**src/rtl/evt_irq_pkg.sv**
```systemverilog
package evt_irq_pkg;
  localparam int unsigned WORD_W      = 32;
  localparam int unsigned OFS_RAW     = 'h08;
  localparam int unsigned OFS_MASKED  = 'h0C;
  localparam int unsigned OFS_ENABLE  = 'h10;

  typedef enum logic [1:0] {
    SEL_NONE   = 2'd0,
    SEL_RAW    = 2'd1,
    SEL_MASKED = 2'd2,
    SEL_ENABLE = 2'd3
  } reg_sel_e;
endpackage

```
**src/rtl/evt_chan_status.sv**
```systemverilog
module evt_chan_status #(
  parameter int unsigned EVT_BITS = 5
) (
  input  logic                clk,
  input  logic                rst_n,
  input  logic [EVT_BITS-1:0] evt,
  input  logic                clr_we,
  input  logic [EVT_BITS-1:0] clr_bits,
  input  logic                en_we,
  input  logic [EVT_BITS-1:0] en_bits,
  output logic [EVT_BITS-1:0] raw,
  output logic [EVT_BITS-1:0] en,
  output logic                any_hit
);
  logic [EVT_BITS-1:0] clr_eff;
  logic [EVT_BITS-1:0] raw_next;

  // Clear first, then OR in events so an event beats a clear.
  assign clr_eff  = clr_we ? clr_bits : '0;
  assign raw_next = (raw & ~clr_eff) | evt;

  always_ff @(posedge clk) begin
    if (!rst_n) begin
      raw <= '0;
      en  <= '0;
    end else begin
      raw <= raw_next;
      if (en_we) en <= en_bits;
    end
  end

  assign any_hit = |(raw & en);
endmodule

```
**src/rtl/evt_reg_port.sv**
```systemverilog
module evt_reg_port
  import evt_irq_pkg::*;
#(
  parameter int unsigned ADDR_W = 8
) (
  input  logic              clk,
  input  logic              rst_n,
  input  logic              cmd_valid,
  output logic              cmd_ready,
  input  logic              cmd_write,
  input  logic [ADDR_W-1:0] cmd_addr,
  output logic              rsp_valid,
  input  logic              rsp_ready,
  output logic [WORD_W-1:0] rsp_rdata,
  input  logic [WORD_W-1:0] raw_word,
  input  logic [WORD_W-1:0] masked_word,
  input  logic [WORD_W-1:0] enable_word,
  output logic              raw_clr_we,
  output logic              enable_we
);
  reg_sel_e            sel;
  logic                take;
  logic [WORD_W-1:0]   rd_mux;

  always_comb begin
    if (cmd_addr == ADDR_W'(OFS_RAW))         sel = SEL_RAW;
    else if (cmd_addr == ADDR_W'(OFS_MASKED)) sel = SEL_MASKED;
    else if (cmd_addr == ADDR_W'(OFS_ENABLE)) sel = SEL_ENABLE;
    else                                      sel = SEL_NONE;
  end

  assign cmd_ready  = !rsp_valid || rsp_ready;
  assign take       = cmd_valid && cmd_ready;
  assign raw_clr_we = take && cmd_write && (sel == SEL_RAW);
  assign enable_we  = take && cmd_write && (sel == SEL_ENABLE);

  always_comb begin
    unique case (sel)
      SEL_RAW:    rd_mux = raw_word;
      SEL_MASKED: rd_mux = masked_word;
      SEL_ENABLE: rd_mux = enable_word;
      default:    rd_mux = '0;
    endcase
  end

  always_ff @(posedge clk) begin
    if (!rst_n) begin
      rsp_valid <= 1'b0;
      rsp_rdata <= '0;
    end else if (take && !cmd_write) begin
      rsp_valid <= 1'b1;
      rsp_rdata <= rd_mux;
    end else if (rsp_valid && rsp_ready) begin
      rsp_valid <= 1'b0;
    end
  end
endmodule

```
**src/rtl/evt_irq_ctrl.sv**
```systemverilog
module evt_irq_ctrl
  import evt_irq_pkg::*;
#(
  parameter int unsigned NUM_CH    = 2,
  parameter int unsigned EVT_BITS  = 5,
  parameter int unsigned CH_STRIDE = 8,
  parameter int unsigned ADDR_W    = 8
) (
  input  logic                       clk,
  input  logic                       rst_n,
  input  logic [NUM_CH*EVT_BITS-1:0] evt_i,
  input  logic                       cmd_valid,
  output logic                       cmd_ready,
  input  logic                       cmd_write,
  input  logic [ADDR_W-1:0]          cmd_addr,
  input  logic [WORD_W-1:0]          cmd_wdata,
  output logic                       rsp_valid,
  input  logic                       rsp_ready,
  output logic [WORD_W-1:0]          rsp_rdata,
  output logic                       irq
);
  localparam int unsigned VEC_W = NUM_CH * EVT_BITS;

  logic [VEC_W-1:0]  raw_vec;
  logic [VEC_W-1:0]  en_vec;
  logic [NUM_CH-1:0] ch_hit;
  logic [WORD_W-1:0] raw_word;
  logic [WORD_W-1:0] enable_word;
  logic [WORD_W-1:0] masked_word;
  logic              raw_clr_we;
  logic              enable_we;
  logic              wdata_unused;

  assign wdata_unused = ^cmd_wdata;

  for (genvar c = 0; c < NUM_CH; c++) begin : g_ch
    evt_chan_status #(.EVT_BITS(EVT_BITS)) u_ch (
      .clk      (clk),
      .rst_n    (rst_n),
      .evt      (evt_i[c*EVT_BITS +: EVT_BITS]),
      .clr_we   (raw_clr_we),
      .clr_bits (cmd_wdata[c*CH_STRIDE +: EVT_BITS]),
      .en_we    (enable_we),
      .en_bits  (cmd_wdata[c*CH_STRIDE +: EVT_BITS]),
      .raw      (raw_vec[c*EVT_BITS +: EVT_BITS]),
      .en       (en_vec[c*EVT_BITS +: EVT_BITS]),
      .any_hit  (ch_hit[c])
    );
  end

  always_comb begin
    raw_word    = '0;
    enable_word = '0;
    for (int c = 0; c < NUM_CH; c++) begin
      raw_word[c*CH_STRIDE +: EVT_BITS]    = raw_vec[c*EVT_BITS +: EVT_BITS];
      enable_word[c*CH_STRIDE +: EVT_BITS] = en_vec[c*EVT_BITS +: EVT_BITS];
    end
  end
  assign masked_word = raw_word & enable_word;

  assign irq = |ch_hit;

  evt_reg_port #(.ADDR_W(ADDR_W)) u_port (
    .clk         (clk),
    .rst_n       (rst_n),
    .cmd_valid   (cmd_valid),
    .cmd_ready   (cmd_ready),
    .cmd_write   (cmd_write),
    .cmd_addr    (cmd_addr),
    .rsp_valid   (rsp_valid),
    .rsp_ready   (rsp_ready),
    .rsp_rdata   (rsp_rdata),
    .raw_word    (raw_word),
    .masked_word (masked_word),
    .enable_word (enable_word),
    .raw_clr_we  (raw_clr_we),
    .enable_we   (enable_we)
  );
endmodule

```
**config.mk**
```make
export PLATFORM = sky130hd
export DESIGN_NAME = evt_irq_ctrl
export DESIGN_NICKNAME = d
export VERILOG_FILES = /design/src/rtl/evt_irq_pkg.sv /design/src/rtl/evt_chan_status.sv /design/src/rtl/evt_reg_port.sv /design/src/rtl/evt_irq_ctrl.sv
export SDC_FILE = /design/constraint.sdc
export NUM_CORES = 1
export LEC_CHECK = 0
export ABC_AREA = 1
export BUFFER_PORTS_ARGS = -buffer_cell sky130_fd_sc_hd__buf_4
export CELL_PAD_IN_SITES_DETAIL_PLACEMENT = 1
export CELL_PAD_IN_SITES_GLOBAL_PLACEMENT = 1
export CORE_UTILIZATION = 31
export DETAILED_ROUTE_END_ITERATION = 6
export PLACE_DENSITY_LB_ADDON = 0.1
export SYNTH_ARGS = -nofsm -noshare
export SYNTH_HDL_FRONTEND = slang
export SYNTH_SLANG_ARGS = --single-unit
```
**constraint.sdc**
```tcl
create_clock -name clk -period 1.4 [get_ports clk]
set_input_delay 0.28 -clock clk [delete_from_list [all_inputs] [get_ports clk]]
set_output_delay 0.28 -clock clk [all_outputs]
set_load 0.05 [all_outputs]
```
======== Word-level counts from Yosys, hierarchy flattened ========
Cells that the tools add are included.
word-level totals
  register bits ........................... 53
  latch bits .............................. 0
  bits in writable memories ............... 0
  ROM bits ................................ 0
  bits of input ports ..................... 55
  memories ................................ 0
cells by class
  $add $sub $neg .......................... 0
  multipliers ............................. 0
  divide/modulo/power cells ............... 0
  magnitude comparators ................... 0
  equal/unequal tests ..................... 6
  shift operators ......................... 0
  muxes and demuxes ....................... 8
  bitwise operators ....................... 9
  reduce and logical (&&, ||, !) cells .... 11
operators by type and width
  operator            count
  $pmux 13 s3         1
  $and 5x5->5         4
  $eq 8x4->1 const B  2
  $and 13x13->13      1
  $mux 5              2
  $not 5->5           2
  $or 5x5->5          2
  $reduce_or 10->1    1
  $eq 8x5->1 const B  1
  $logic_and 1x1->1   6
  $mux 2              3
  $eq 2x2->1 const B  2
  $eq 2x1->1 const B  1
  $logic_not 1->1     2
  $mux 1              2
  $reduce_bool 2->1   1
  $logic_or 1x1->1    1

======== Depth between registers and ports, before layout ========
  word-level depth ........................ 10
  mapped depth ............................ 9

======== By module ========
From an unflattened synthesis, not the netlist that was laid out.
second synthesis, totals
  cell total of the unflattened synthesis .. 459
  area total of the unflattened synthesis .. 2986.6 um^2
by module, submodules not included
  module           times used  cells an instance  area an instance (um^2)  sequential area each (um^2)
  evt_reg_port     1           319                2110.8                   660.6
  evt_chan_status  2           58                 392.9                    200.2
  evt_irq_ctrl     1           24                 90.1                     0.0

======== Worst setup path after synthesis ========
OpenSTA, ideal clock, no wires.
  kind .................................... reg-to-reg
  start ................................... register u_port.rsp_valid
  end ..................................... register u_port.rsp_valid
  library setup time ...................... 0.115 ns
  data arrival time ....................... 1.418 ns
  data required time ...................... 1.285 ns
  path slack .............................. -0.134 ns
  cell stages (with the launch flop) ...... 9
  path buffers ............................ 1
  period minus slack after synthesis ...... 1.534 ns
  cell sequence ........................... dfxtp_1 -> inv_1 -> nor2_2 -> inv_2 -> nand3_1 -> inv_1 -> buf_6 -> o21ai_0 -> inv_1
between the ends
  word-level cells in the longest chain between the ends .. 5
  elaborated cells between the ends (all ways) .. 7
  classes of those cells .................. mux (1); reduce/logical (6)
ends and longest elaborated chain
  item                                         line                text
  from (decl)                                  evt_reg_port.sv:12  output logic rsp_valid,
  from (signal assigned)                       evt_reg_port.sv:48  rsp_valid <= 1'b0;
  from (signal assigned)                       evt_reg_port.sv:51  rsp_valid <= 1'b1;
  from (signal assigned)                       evt_reg_port.sv:54  rsp_valid <= 1'b0;
  $logic_not 1->1 (*)                          evt_reg_port.sv:32  assign cmd_ready = !rsp_valid || rsp_ready;
  $logic_or 1x1->1 (*)                         evt_reg_port.sv:32
  net cmd_ready                                evt_irq_ctrl.sv:13  output logic cmd_ready,
  $logic_and 1x1->1 (*)                        evt_reg_port.sv:33  assign take = cmd_valid && cmd_ready;
  $logic_and 1x1->1 (*)                        evt_reg_port.sv:50  end else if (take && !cmd_write) begin
  $mux 1 or $reduce_bool 2->1 (tied branches)  -
The timed path passes the listed nets; every way through them passes the cells marked *.
A chain may end at the register's enable or synchronous reset.

======== Worst setup path after layout ========
  start ................................... register g_ch[1].u_ch.en[3]
  end ..................................... output irq
between the ends
  word-level cells in the longest chain between the ends .. 2
ends and longest elaborated chain
  item                    line                   text
  from (decl)             evt_chan_status.sv:12  output logic [EVT_BITS-1:0] en,
  from (signal assigned)  evt_chan_status.sv:28  if (en_we) en <= en_bits;
  $and 5x5->5             evt_chan_status.sv:32  assign any_hit = |(raw & en);
  $reduce_or 10->1        evt_irq_ctrl.sv:61     assign irq = |ch_hit;
  to (decl)               evt_irq_ctrl.sv:20     output logic irq
No other way between the ends.

==> flow_summary.toml <==
[run_status]
status = "finished, violations left"
violations = "setup timing"

[cells_and_area]
diodes = 0
drive_above_1_share = 0.349
fin_nets = 378
fin_cells = 396
fin_area_mm2 = 0.00240
area_growth_pct = 29.5

[route]
drt-initial-drc-count = 46
wl_um = 4830
viasPerCell = 4.41
vias = 1747
drc = 0
drt-met1-wl_um = 2260
wl_per_cell_um = 12.2
dr_wl_met3_um = 214
top_layer_used = "met4"
dr_wl_met2_um = 2330
drtPass1Iterations = 4
ant_nets = 0

[power_and_ir_drop]
p_leak_nw = 1.18
powerDensity_mw_per_mm2 = 824
p_total_w = 0.00198
ir_worst_vdd_mv = 0.519

[clocking]
cts-buffers-inserted = 5
postCtsHoldBufs = 0
clock_path_buffers = 2
clock_sinks = 31
cts_htree_levels = 2
clk_pin_slew_ps = 70
cts_tree = "yes"
root_buffer = "clkbuf_8"
clock_latency_ps = 280

[worst_setup_path]
cp_num_buf_inv = 2
r2r_setup_slack_ps = 150
crit_path_cell_trace = "nand2_2, inv_2, nor4_4, nand4_1, buf_6"
arrival_ps = 1320
critPathKind = "reg2out"
path_delay_family = "simple AND/OR/NAND/NOR gates"
reg2reg_depth = 9
critPathCaptureType = "output pin"
cp_slowest_cell = "dfxtp_2"
cp.required_ps = 1120
slowest_delay_ps = 320
r2r-start = "u_port.rsp_valid"
worst-path-max-fanout = 2
r2r_end = "g_ch[1].u_ch.en[3]"
worstSetupStartpointType = "flop"

[global_route]
grt_pass1_wl_um = 7960
first_global_vias = 1633
antenna_found_initial = 0
grt_max_degree = 21
overflow = 0
gr-usage-all-layers = 0.166

[floorplan]
io_pins = 90
die_w_um = 79.4
core-area_mm2 = 0.00564
die_h_um = 79.4
die_area_mm2 = 0.00630
start_util = 0.329
fp-row-count = 27

[timing]
slew_viol_final = 0
worst_clock_skew_ps = 7.31
setup_ws_ps = -200
fin_crit_ps = 1600
rsz0062_at_grt = "true"
hold_viol = 0
setup_tns_ps = -200
period_share = 1.14
setup_viol = 1
fmaxAchievable_mhz = 625

[synth]
synth_top_area_frac = 0.334
avgSynthCellArea_um2 = 7.03
ys_ff_latch = 31
synth_area_leaders = "dfxtp_1, nand3_1, buf_4"
synth_area_leader_cell = "dfxtp_1"
syn-instance-count = 264
ys_seq_area_frac = 0.334
ys_warn_count = 0
synth_cell_types = 24
syn_area_mm2 = 0.00186

[hold_path]
min_from = "cmd_wdata[2]"
hold_path_depth = 3
min_to = "g_ch[0].u_ch.en[2]"
hold_class = "in2reg"

[placement]
placedInstanceArea_mm2 = 0.00226
place.gp.congestion = 0.758
io_buffer_count = 45
dp_hpwl_um = 3670
dp_cells = 386

[flow_run]
drv_cap = 0
flip-flops by register name, indices dropped and copies added (netlist names):
signal	count
g_ch.u_ch.en	10
g_ch.u_ch.raw	10
u_port.rsp_rdata	10
u_port.rsp_valid	1
layer usage:
metal | track usage | up-vias
met3 | 0.0356 | 4
li1 | - | 910
met2 | 0.272 | 45
met1 | 0.220 | 788
met4 | 0.0436 | 0
met5 | 0 | -
worst max path at each step:
stage                         from                  to  slack (ps)  cells after the start
6_report        g_ch[1].u_ch.en[3]                 irq        -200                      5
5_1_grt         g_ch[1].u_ch.en[3]                 irq        -310                      5
4_1_cts        g_ch[1].u_ch.raw[0]                 irq        -270                      5
3_5_place_dp             rsp_ready  g_ch[1].u_ch.en[3]         -90                      9
3_3_place_gp             rsp_ready  g_ch[1].u_ch.en[0]         -60                      9
2_1_floorplan  g_ch[1].u_ch.raw[4]                 irq         -40                      4
cells in the final DEF, fill, tap and decap left out:
cell type,instances
inv_2,8
clkinv_2,3
buf_8,1
buf_12,3
o21ai_1,10
nor2_2,3
and2_4,1
nand4_1,1
o21ai_0,1
a21oi_2,10
nand2_1,43
clkbuf_8,5
dfxtp_1,27
nand3_2,1
nor2_4,4
a21oi_1,10
conb_1,22
inv_4,1
dfxtp_2,4
nand2_4,1
nand2_2,4
nor2_1,20
buf_4,61
buf_6,1
nor4_2,1
inv_1,26
nor4_4,1
nand3_1,51
area by class of cell:
class	count	area, um^2
Clock buffer	5	68.8
Clock inverter	3	15.0
Fill cell	761	3240
Inverter	35	134
Multi-Input combinational cell	184	926
Sequential cell	31	626
Tap cell	72	90.1
Timing Repair Buffer	66	544
cell usage after synthesis:
cell type and instances:
inv_1 29, nand3_2 1, buf_6 8, inv_2 6, nor2_1 20, o21ai_0 1, dlymetal6s2s_1 1, nand3_1 51
nand2_4 1, o21ai_1 10, clkbuf_1 2, nand4_1 1, nor2_4 3, nor2_2 4, nand2_1 45, a21oi_1 10
and2_4 1, dfxtp_1 31, nor4_1 2, a21oi_2 10, nand2_2 2, buf_4 23, conb_1 1, buf_2 1
through the flow:
step | utilization | worst slack, ps | hold WS [ps]
after floorplan | - | -39.3 | 414
after global routing | 0.426 | -315 | 241
final | 0.426 | -200 | 239
after detailed placement | 0.400 | -85.9 | 470
after global placement | 0.400 | -64.8 | 465
after CTS | 0.420 | -271 | 232
worst register-to-register path, delay by kind of cell, from the launching register on:
family | cells | cell delay, ps
AOI/OAI and AO/OA | 1 | 130
buffers and inverters | 3 | 310
DFF | 1 | 320
and+or+nand+nor | 5 | 390
where the power goes:
part,internal (W),leakage (nW),switching (W)
registers,0.000906,0.254,0.0000156
logic,0.000129,0.878,0.000261
clock network,0.000339,0.0477,0.000330
total,0.00137,1.18,0.000607
repair_timing:
action | in CTS | in global routing
setup buffers | 1 | 2
gates resized for setup | 6 | 9
pin swaps | 3 | 4
setup endpoints to repair | 12 | 2
logic make-up after synthesis:
kind of cell	synth area share
buffers and inverters	0.226
other	0.00202
flip-flops	0.334
AND/OR/NAND/NOR	0.334
AO/OA/AOI/OAI	0.104
(Power assumes the default switching activity.)
